--- src/rtl/mbp_pkg.sv ---
package mbp_pkg;

    typedef enum logic [1:0] {
        PS_IDLE  = 2'd0,
        PS_ARMED = 2'd1,
        PS_READ  = 2'd2
    } port_st_e;

endpackage

--- src/rtl/mbp_sync.sv ---
module mbp_sync #(
    parameter int unsigned N = 2
) (
    input  logic         clk_i,
    input  logic         rst_ni,
    input  logic [N-1:0] raw_i,
    output logic [N-1:0] lvl_o,
    output logic [N-1:0] prev_o
);

    typedef struct packed {
        logic [N-1:0] meta;
        logic [N-1:0] lvl;
        logic [N-1:0] prev;
    } sync_t;

    sync_t sync_d, sync_q;

    always_comb begin
        sync_d.meta = raw_i;
        sync_d.lvl  = sync_q.meta;
        sync_d.prev = sync_q.lvl;
    end

    // strobes idle high, so reset to ones
    always_ff @(posedge clk_i or negedge rst_ni) begin
        if (!rst_ni) begin
            sync_q <= '1;
        end else begin
            sync_q <= sync_d;
        end
    end

    assign lvl_o  = sync_q.lvl;
    assign prev_o = sync_q.prev;

endmodule

--- src/rtl/mbp_decode.sv ---
module mbp_decode #(
    parameter int unsigned DW        = 8,
    parameter int unsigned NUM_WIDE  = 4,
    parameter int unsigned WIDE_BASE = 0,
    parameter int unsigned EXT_ADDR  = 4,
    parameter int unsigned NUM_BYTE  = 8,
    parameter int unsigned BYTE_BASE = 16
) (
    input  logic [DW-1:0]       addr_i,
    output logic [NUM_WIDE-1:0] wide_sel_o,
    output logic                ext_sel_o,
    output logic [NUM_BYTE-1:0] byte_sel_o
);

    for (genvar g = 0; g < NUM_WIDE; g++) begin : g_wide
        assign wide_sel_o[g] = (addr_i == DW'(WIDE_BASE + g));
    end

    for (genvar g = 0; g < NUM_BYTE; g++) begin : g_byte
        assign byte_sel_o[g] = (addr_i == DW'(BYTE_BASE + g));
    end

    assign ext_sel_o = (addr_i == DW'(EXT_ADDR));

endmodule

--- src/rtl/mbp_regfile.sv ---
module mbp_regfile #(
    parameter int unsigned DW       = 8,
    parameter int unsigned NUM_WIDE = 4,
    parameter int unsigned NUM_BYTE = 8
) (
    input  logic                           clk_i,
    input  logic                           rst_ni,
    input  logic                           we_i,
    input  logic [DW-1:0]                  data_i,
    input  logic [NUM_WIDE-1:0]            wide_sel_i,
    input  logic                           ext_sel_i,
    input  logic [NUM_BYTE-1:0]            byte_sel_i,
    output logic [NUM_WIDE*(DW+1)-1:0]     wide_o,
    output logic [DW-NUM_WIDE-1:0]         ext_ctl_o,
    output logic [NUM_BYTE*DW-1:0]         byte_o
);

    localparam int unsigned WW = DW + 1;
    localparam int unsigned XW = DW - NUM_WIDE;

    typedef struct packed {
        logic [NUM_WIDE-1:0][DW-1:0] shadow;
        logic [NUM_WIDE-1:0]         pend;
        logic [NUM_WIDE-1:0][WW-1:0] wide;
        logic [XW-1:0]               xctl;
        logic [NUM_BYTE-1:0][DW-1:0] bytes;
    } rf_t;

    rf_t rf_d, rf_q;

    always_comb begin
        rf_d = rf_q;
        if (we_i) begin
            // low byte of a wide register: shadow only, mark pending
            for (int i = 0; i < NUM_WIDE; i++) begin
                if (wide_sel_i[i]) begin
                    rf_d.shadow[i] = data_i;
                    rf_d.pend[i]   = 1'b1;
                end
            end
            // extension byte: control bits now, commit pending wide values
            if (ext_sel_i) begin
                rf_d.xctl = data_i[DW-1:NUM_WIDE];
                for (int i = 0; i < NUM_WIDE; i++) begin
                    if (rf_q.pend[i]) begin
                        rf_d.wide[i] = {data_i[i], rf_q.shadow[i]};
                        rf_d.pend[i] = 1'b0;
                    end
                end
            end
            for (int k = 0; k < NUM_BYTE; k++) begin
                if (byte_sel_i[k]) begin
                    rf_d.bytes[k] = data_i;
                end
            end
        end
    end

    always_ff @(posedge clk_i or negedge rst_ni) begin
        if (!rst_ni) begin
            rf_q <= '0;
        end else begin
            rf_q <= rf_d;
        end
    end

    assign wide_o    = rf_q.wide;
    assign ext_ctl_o = rf_q.xctl;
    assign byte_o    = rf_q.bytes;

endmodule

--- src/rtl/mbp_host_port.sv ---
module mbp_host_port
    import mbp_pkg::*;
#(
    parameter int unsigned DW        = 8,
    parameter int unsigned NUM_WIDE  = 4,
    parameter int unsigned WIDE_BASE = 8'h00,
    parameter int unsigned EXT_ADDR  = 8'h04,
    parameter int unsigned NUM_BYTE  = 8,
    parameter int unsigned BYTE_BASE = 8'h10,
    parameter int unsigned RD_REQ    = 8'h80,
    parameter int unsigned RD_LO     = 8'h81
) (
    input  logic                          clk_i,
    input  logic                          rst_ni,
    input  logic                          ale_n_i,
    input  logic                          wr_n_i,
    input  logic [DW-1:0]                 bus_i,
    output logic [DW-1:0]                 bus_o,
    output logic                          bus_oe_o,
    input  logic [2*DW-1:0]               stat_i,
    output logic [NUM_WIDE*(DW+1)-1:0]    wide_o,
    output logic [DW-NUM_WIDE-1:0]        ext_ctl_o,
    output logic [NUM_BYTE*DW-1:0]        byte_o
);

    localparam int unsigned SW = 2 * DW;

    // ---- strobe synchronisation and edge detection ----
    logic [1:0] s_lvl, s_prev;

    mbp_sync #(.N(2)) i_sync (
        .clk_i  (clk_i),
        .rst_ni (rst_ni),
        .raw_i  ({wr_n_i, ale_n_i}),
        .lvl_o  (s_lvl),
        .prev_o (s_prev)
    );

    logic ale_lvl, ale_fall, wr_lvl, wr_fall, wr_rise;

    assign ale_lvl  = s_lvl[0];
    assign ale_fall = s_prev[0] & ~s_lvl[0];
    assign wr_lvl   = s_lvl[1];
    assign wr_fall  = s_prev[1] & ~s_lvl[1];
    assign wr_rise  = ~s_prev[1] & s_lvl[1];

    // ---- cycle control ----
    typedef struct packed {
        port_st_e      st;
        logic [DW-1:0] addr;
    } ctl_t;

    ctl_t     ctl_d, ctl_q;
    logic     we;
    port_st_e st_q;

    always_comb begin
        ctl_d = ctl_q;
        we    = 1'b0;
        unique case (ctl_q.st)
            PS_IDLE: begin
                if (ale_fall) begin
                    if (bus_i == DW'(RD_REQ)) begin
                        ctl_d.st = PS_ARMED;
                    end else begin
                        ctl_d.addr = bus_i;
                    end
                end else if (wr_fall && ale_lvl) begin
                    we = 1'b1;
                end
            end
            PS_ARMED: begin
                if (ale_fall) begin
                    ctl_d.addr = bus_i;
                    ctl_d.st   = PS_READ;
                end
            end
            PS_READ: begin
                if (ale_fall) begin
                    ctl_d.addr = bus_i;
                end else if (wr_rise) begin
                    ctl_d.st = PS_IDLE;
                end
            end
            default: ctl_d.st = PS_IDLE;
        endcase
    end

    always_ff @(posedge clk_i or negedge rst_ni) begin
        if (!rst_ni) begin
            ctl_q <= '{st: PS_IDLE, addr: '0};
        end else begin
            ctl_q <= ctl_d;
        end
    end

    assign st_q = ctl_q.st;

    // ---- read path ----
    logic [DW-1:0] rd_data;

    always_comb begin
        if (ctl_q.addr == DW'(RD_REQ)) begin
            rd_data = stat_i[SW-1:DW];
        end else if (ctl_q.addr == DW'(RD_LO)) begin
            rd_data = stat_i[DW-1:0];
        end else begin
            rd_data = '0;
        end
    end

    assign bus_oe_o = (ctl_q.st == PS_READ) & ~wr_lvl;
    assign bus_o    = bus_oe_o ? rd_data : '0;

    // ---- decode and register storage ----
    logic [NUM_WIDE-1:0] wide_sel;
    logic                ext_sel;
    logic [NUM_BYTE-1:0] byte_sel;

    mbp_decode #(
        .DW        (DW),
        .NUM_WIDE  (NUM_WIDE),
        .WIDE_BASE (WIDE_BASE),
        .EXT_ADDR  (EXT_ADDR),
        .NUM_BYTE  (NUM_BYTE),
        .BYTE_BASE (BYTE_BASE)
    ) i_decode (
        .addr_i     (ctl_q.addr),
        .wide_sel_o (wide_sel),
        .ext_sel_o  (ext_sel),
        .byte_sel_o (byte_sel)
    );

    mbp_regfile #(
        .DW       (DW),
        .NUM_WIDE (NUM_WIDE),
        .NUM_BYTE (NUM_BYTE)
    ) i_regfile (
        .clk_i      (clk_i),
        .rst_ni     (rst_ni),
        .we_i       (we),
        .data_i     (bus_i),
        .wide_sel_i (wide_sel),
        .ext_sel_i  (ext_sel),
        .byte_sel_i (byte_sel),
        .wide_o     (wide_o),
        .ext_ctl_o  (ext_ctl_o),
        .byte_o     (byte_o)
    );

endmodule

--- config.mk ---
export PLATFORM = sky130hd
export DESIGN_NAME = mbp_host_port
export DESIGN_NICKNAME = d
export VERILOG_FILES = /design/src/rtl/mbp_pkg.sv /design/src/rtl/mbp_sync.sv /design/src/rtl/mbp_decode.sv /design/src/rtl/mbp_regfile.sv /design/src/rtl/mbp_host_port.sv
export SDC_FILE = /design/constraint.sdc
export NUM_CORES = 1
export LEC_CHECK = 0
export CAP_MARGIN = 20
export CORE_ASPECT_RATIO = 1.1
export CORE_MARGIN = 4
export CORE_UTILIZATION = 56
export DETAILED_ROUTE_END_ITERATION = 8
export PLACE_DENSITY = 0.86
export SLEW_MARGIN = 20
export SYNTH_ARGS = -nofsm -noshare
export SYNTH_HDL_FRONTEND = slang
export SYNTH_HIERARCHICAL = 1
export SYNTH_SLANG_ARGS = --single-unit
--- constraint.sdc ---
create_clock -name clk_i -period 4.4 [get_ports clk_i]
set_input_delay 0.66 -clock clk_i [delete_from_list [all_inputs] [get_ports clk_i]]
set_output_delay 0.66 -clock clk_i [all_outputs]
set_load 0.01 [all_outputs]
==> run summary <==
The run finished with clean final reports. The number of buffers inserted for hold repair after clock tree synthesis was 0. The commonest cells after synthesis are 150 x sky130_fd_sc_hd__dfrtp_1, 136 x sky130_fd_sc_hd__mux2_2, 106 x sky130_fd_sc_hd__buf_4. The overall die area is 14500 sq um, and the worst slew margin relative to its limit is 0.4029. In the synthesized netlist the dominant register cell turns out to be sky130_fd_sc_hd__dfrtp_1. The overall routed net length is 14100 um. sky130_fd_sc_hd__dfrtp_1 is the most common cell in the netlist.

The clock arrives with 7.137 ps of skew. Vertical die dimension: 125.9 um. The first-iteration detailed-routing DRC count is 191. After global routing the overflow that remains totals 0.

Worst setup timing slack at the placement stage: 1486 ps. Each instance of the synthesized netlist takes up on average 13.96 sq um. For the starting utilization of the core area, the log shows 0.5805. The number of clock sinks seen by CTS was 156; the post-synthesis instance area was 7077 sq um.

Relative to the synthesized area, the layout overhead comes to 19.01%. The wire-length estimate of the detail-placed layout is 9744 um. Setup violations remaining at the end of the flow were counted as 0. The clock group share of total power is 0.423. The relative contribution of sequential cells to total power came out at 0.469. Dividing total power by cell area gives a power density of 411.1 nW/um^2. At the pin with the least slew margin, the transition time is 895.6 ps. The tools report the count of pins over their slew limit as 0. In this run the horizontal extent of the chip is 115.2 um. The run gives 0 as the initial antenna violation count. Switching part of the total power: 0.2281. Sorting the synthesized cells by area gives the leading types as sky130_fd_sc_hd__dfrtp_1 53%, sky130_fd_sc_hd__mux2_2 22%, sky130_fd_sc_hd__buf_4 11%.

In this run the clock root is driven by a sky130_fd_sc_hd__clkbuf_16. In this run the post-CTS setup repair buffer count came out at 0. First-pass GRT wire length: 22810 um. The antenna diode instance count is 0. The kind of path behind the tightest hold check is input pin to asynchronous set/reset pin.

Cell internal power was estimated by the tool at 2.672 mW. After clock tree synthesis, the clock-pin slew on the worst setup and hold paths is 60 ps. Row generation in the floorplan step produced 42 rows. For this run, design rule violations remaining after detail routing come to 0.

Synthesis inferred 156 register bits. Across the run, the number of max-cap violations was 0. The register area share after synthesis is 0.5527. During synthesis, Yosys emitted a total of 6 warnings. Critical path class: flip-flop to output pin. The number of global-route vias before repair was 4167; the final net count was 580. For the worst setup path, the data required time is 3740 ps. The via density per instance was 5.416. The logs give 0.2032 for the total routing usage reported by global routing and 0.6908 for the final core utilization. The final critical-path share of the clock period is 0.7295. STA classifies the critical path startpoint as a flip-flop.

The count of nets left with antenna violations once routing finished came out at 0. The share of layout cells above drive strength 1 is 0.3683. The first detailed-routing pass took 4 iterations.

Setup repair after global routing left no endpoint under its margin. The cell taking the most area after synthesis was sky130_fd_sc_hd__dfrtp_1. At the end of routability-driven placement, the weighted congestion stood at 0.7936.

For this design the static power due to leakage is 3.627 nW. The core region is 12190 sq um. Entering global routing, the biggest net connects 72 pins. Counting every instance in the synthesized netlist gives 507.

The run gives 4 as the number of H-tree branching levels. The number of synthesized flops with an enable pin works out to 0. The endpoint kind of the worst setup timing path is an output pin. The final number of hold-violating endpoints was 0; the count of unique library cells instantiated by Yosys was 35.

The clock passes through at most 2 buffers. The detailed router placed 3878 vias in this run. The share of synthesized registers carrying an async set or reset works out to 1.000.

The clock period could shrink to 3210 ps. The power share of the combinational group is 0.107, and the worst-skew pair later-pin latency is 410 ps. Adding up every negative setup slack in the final design gives 0 ps.

For this run, the top clock speed supported by timing is 0.3116 GHz. The worst-case setup margin in the final layout is 1190 ps. Post-CTS repair changed the size of 0 cells.

The area fraction of the dominant cell type after synthesis came out at 0.5304. TritonCTS built the clock tree. In the final routed layout, each cell accounts on average for 19.70 um. The number of nets handed over by synthesis was 538. Port buffering added 140 buffers. Summed over all nets, the switching power comes to 0.7898 mW. For the CTS buffer count, the log shows 17. The maximum net fanout on the critical path was 8. The logs give 141 for the boundary pin count and 2550 ps for the data arrival time of the critical path. For the worst vdd rail ir drop, the log shows 0.2499 mV.
power by group through the flow:
stage	Combinational [mW]	Sequential (mW)	Clock [mW]
final	0.371	1.63	1.47
after global routing	0.400	1.64	1.57
after global placement	0.361	1.64	0
after floorplan	0.267	1.61	0
after CTS	0.377	1.63	1.49
after detailed placement	0.374	1.65	0
worst max-delay path: stages, from the launching register on:
cell and delay [ps]:
sky130_fd_sc_hd__dfrtp_1 400, sky130_fd_sc_hd__inv_1 100, sky130_fd_sc_hd__ha_1 200, sky130_fd_sc_hd__nor2b_1 250
sky130_fd_sc_hd__nand4_1 380, sky130_fd_sc_hd__nor2_1 230, sky130_fd_sc_hd__clkdlybuf4s50_1 570
cells by family after synthesis:
group,synth area share
buf+inv,0.1282
compound gates,0.01238
flops,0.5527
simple gates,0.05516
mux,0.2463
fa+ha+maj,0.005305
flip-flops by register name, summed over array words and instances, names as in the netlist:
register / cells
i_sync/prev_o: 2
i_regfile/wide_o: 36
i_sync/sync_d: 2
i_regfile/byte_o: 64
i_sync/lvl_o: 2
i_regfile/rf_q: 36
i_regfile/ext_ctl_o: 4
st_q: 2
ctl_q: 8
layer usage:
metal  share of wire  global-route usage  up-vias
met1            0.41              0.2530     2025
met4           0.017             0.06077        0
li1                -                   -     1735
met2            0.53              0.3515      101
met3           0.046             0.04702       17
met5               0                   0        -
worst paths after layout:
path	slack (ps)	cells after the start	start	to
max	1190	6	st_q[0]	bus_o[4]
min	240	1	rst_ni	i_regfile/byte_o[44]
max reg2reg	1700	5	st_q[1]	i_regfile/wide_o[17]
min in group clk_i	360	0	i_sync/sync_d[2]	i_sync/lvl_o[0]
min reg2reg	360	0	i_sync/sync_d[2]	i_sync/lvl_o[0]
max in group asynchronous	3150	2	rst_ni	i_regfile/rf_q[124]
cell type report:
cell class,count,area (sq um)
multi-input cells,223,2258
well taps,154,192.7
inverters,8,30.03
repair buffers,143,1425
clock inverters,10,140.1
fillers,872,3770
clock buffers,22,464.2
flip-flops and latches,156,3911
metrics by stage:
stage                     cell area (sq um)  hold WS [ps]  power, mW  std cells
final                                  8422         244.5      3.462        716
after global routing                   8422         283.8      3.604        716
after CTS                              8422         262.0      3.492        716
after detailed placement               7818         350.1      2.023        684
after global placement                 7818         346.3      2.000        684
after floorplan                        7077         345.2      1.878        507
layout by cell type (no fill, tap or decap), types with 3 or more instances in the layout:
cell type | netlist | routed
sky130_fd_sc_hd__nor4_1 | 8 | 8
sky130_fd_sc_hd__inv_1 | 8 | 8
sky130_fd_sc_hd__clkinvlp_4 | 0 | 3
sky130_fd_sc_hd__buf_4 | 106 | 3
sky130_fd_sc_hd__nand2_2 | 12 | 12
sky130_fd_sc_hd__ha_1 | 3 | 3
sky130_fd_sc_hd__clkbuf_16 | 0 | 17
sky130_fd_sc_hd__clkdlybuf4s50_1 | 0 | 139
sky130_fd_sc_hd__clkbuf_1 | 9 | 3
sky130_fd_sc_hd__mux2_4 | 8 | 8
sky130_fd_sc_hd__bufinv_16 | 0 | 3
sky130_fd_sc_hd__dfrtp_1 | 150 | 150
sky130_fd_sc_hd__dfstp_2 | 6 | 6
sky130_fd_sc_hd__mux2i_1 | 8 | 8
sky130_fd_sc_hd__mux2_2 | 136 | 136
sky130_fd_sc_hd__nor3_1 | 3 | 3
sky130_fd_sc_hd__a21boi_0 | 4 | 4
sky130_fd_sc_hd__nand3_2 | 5 | 5
sky130_fd_sc_hd__nor2_1 | 15 | 15
sky130_fd_sc_hd__nand2_1 | 3 | 3
(Power assumes the default switching activity.)
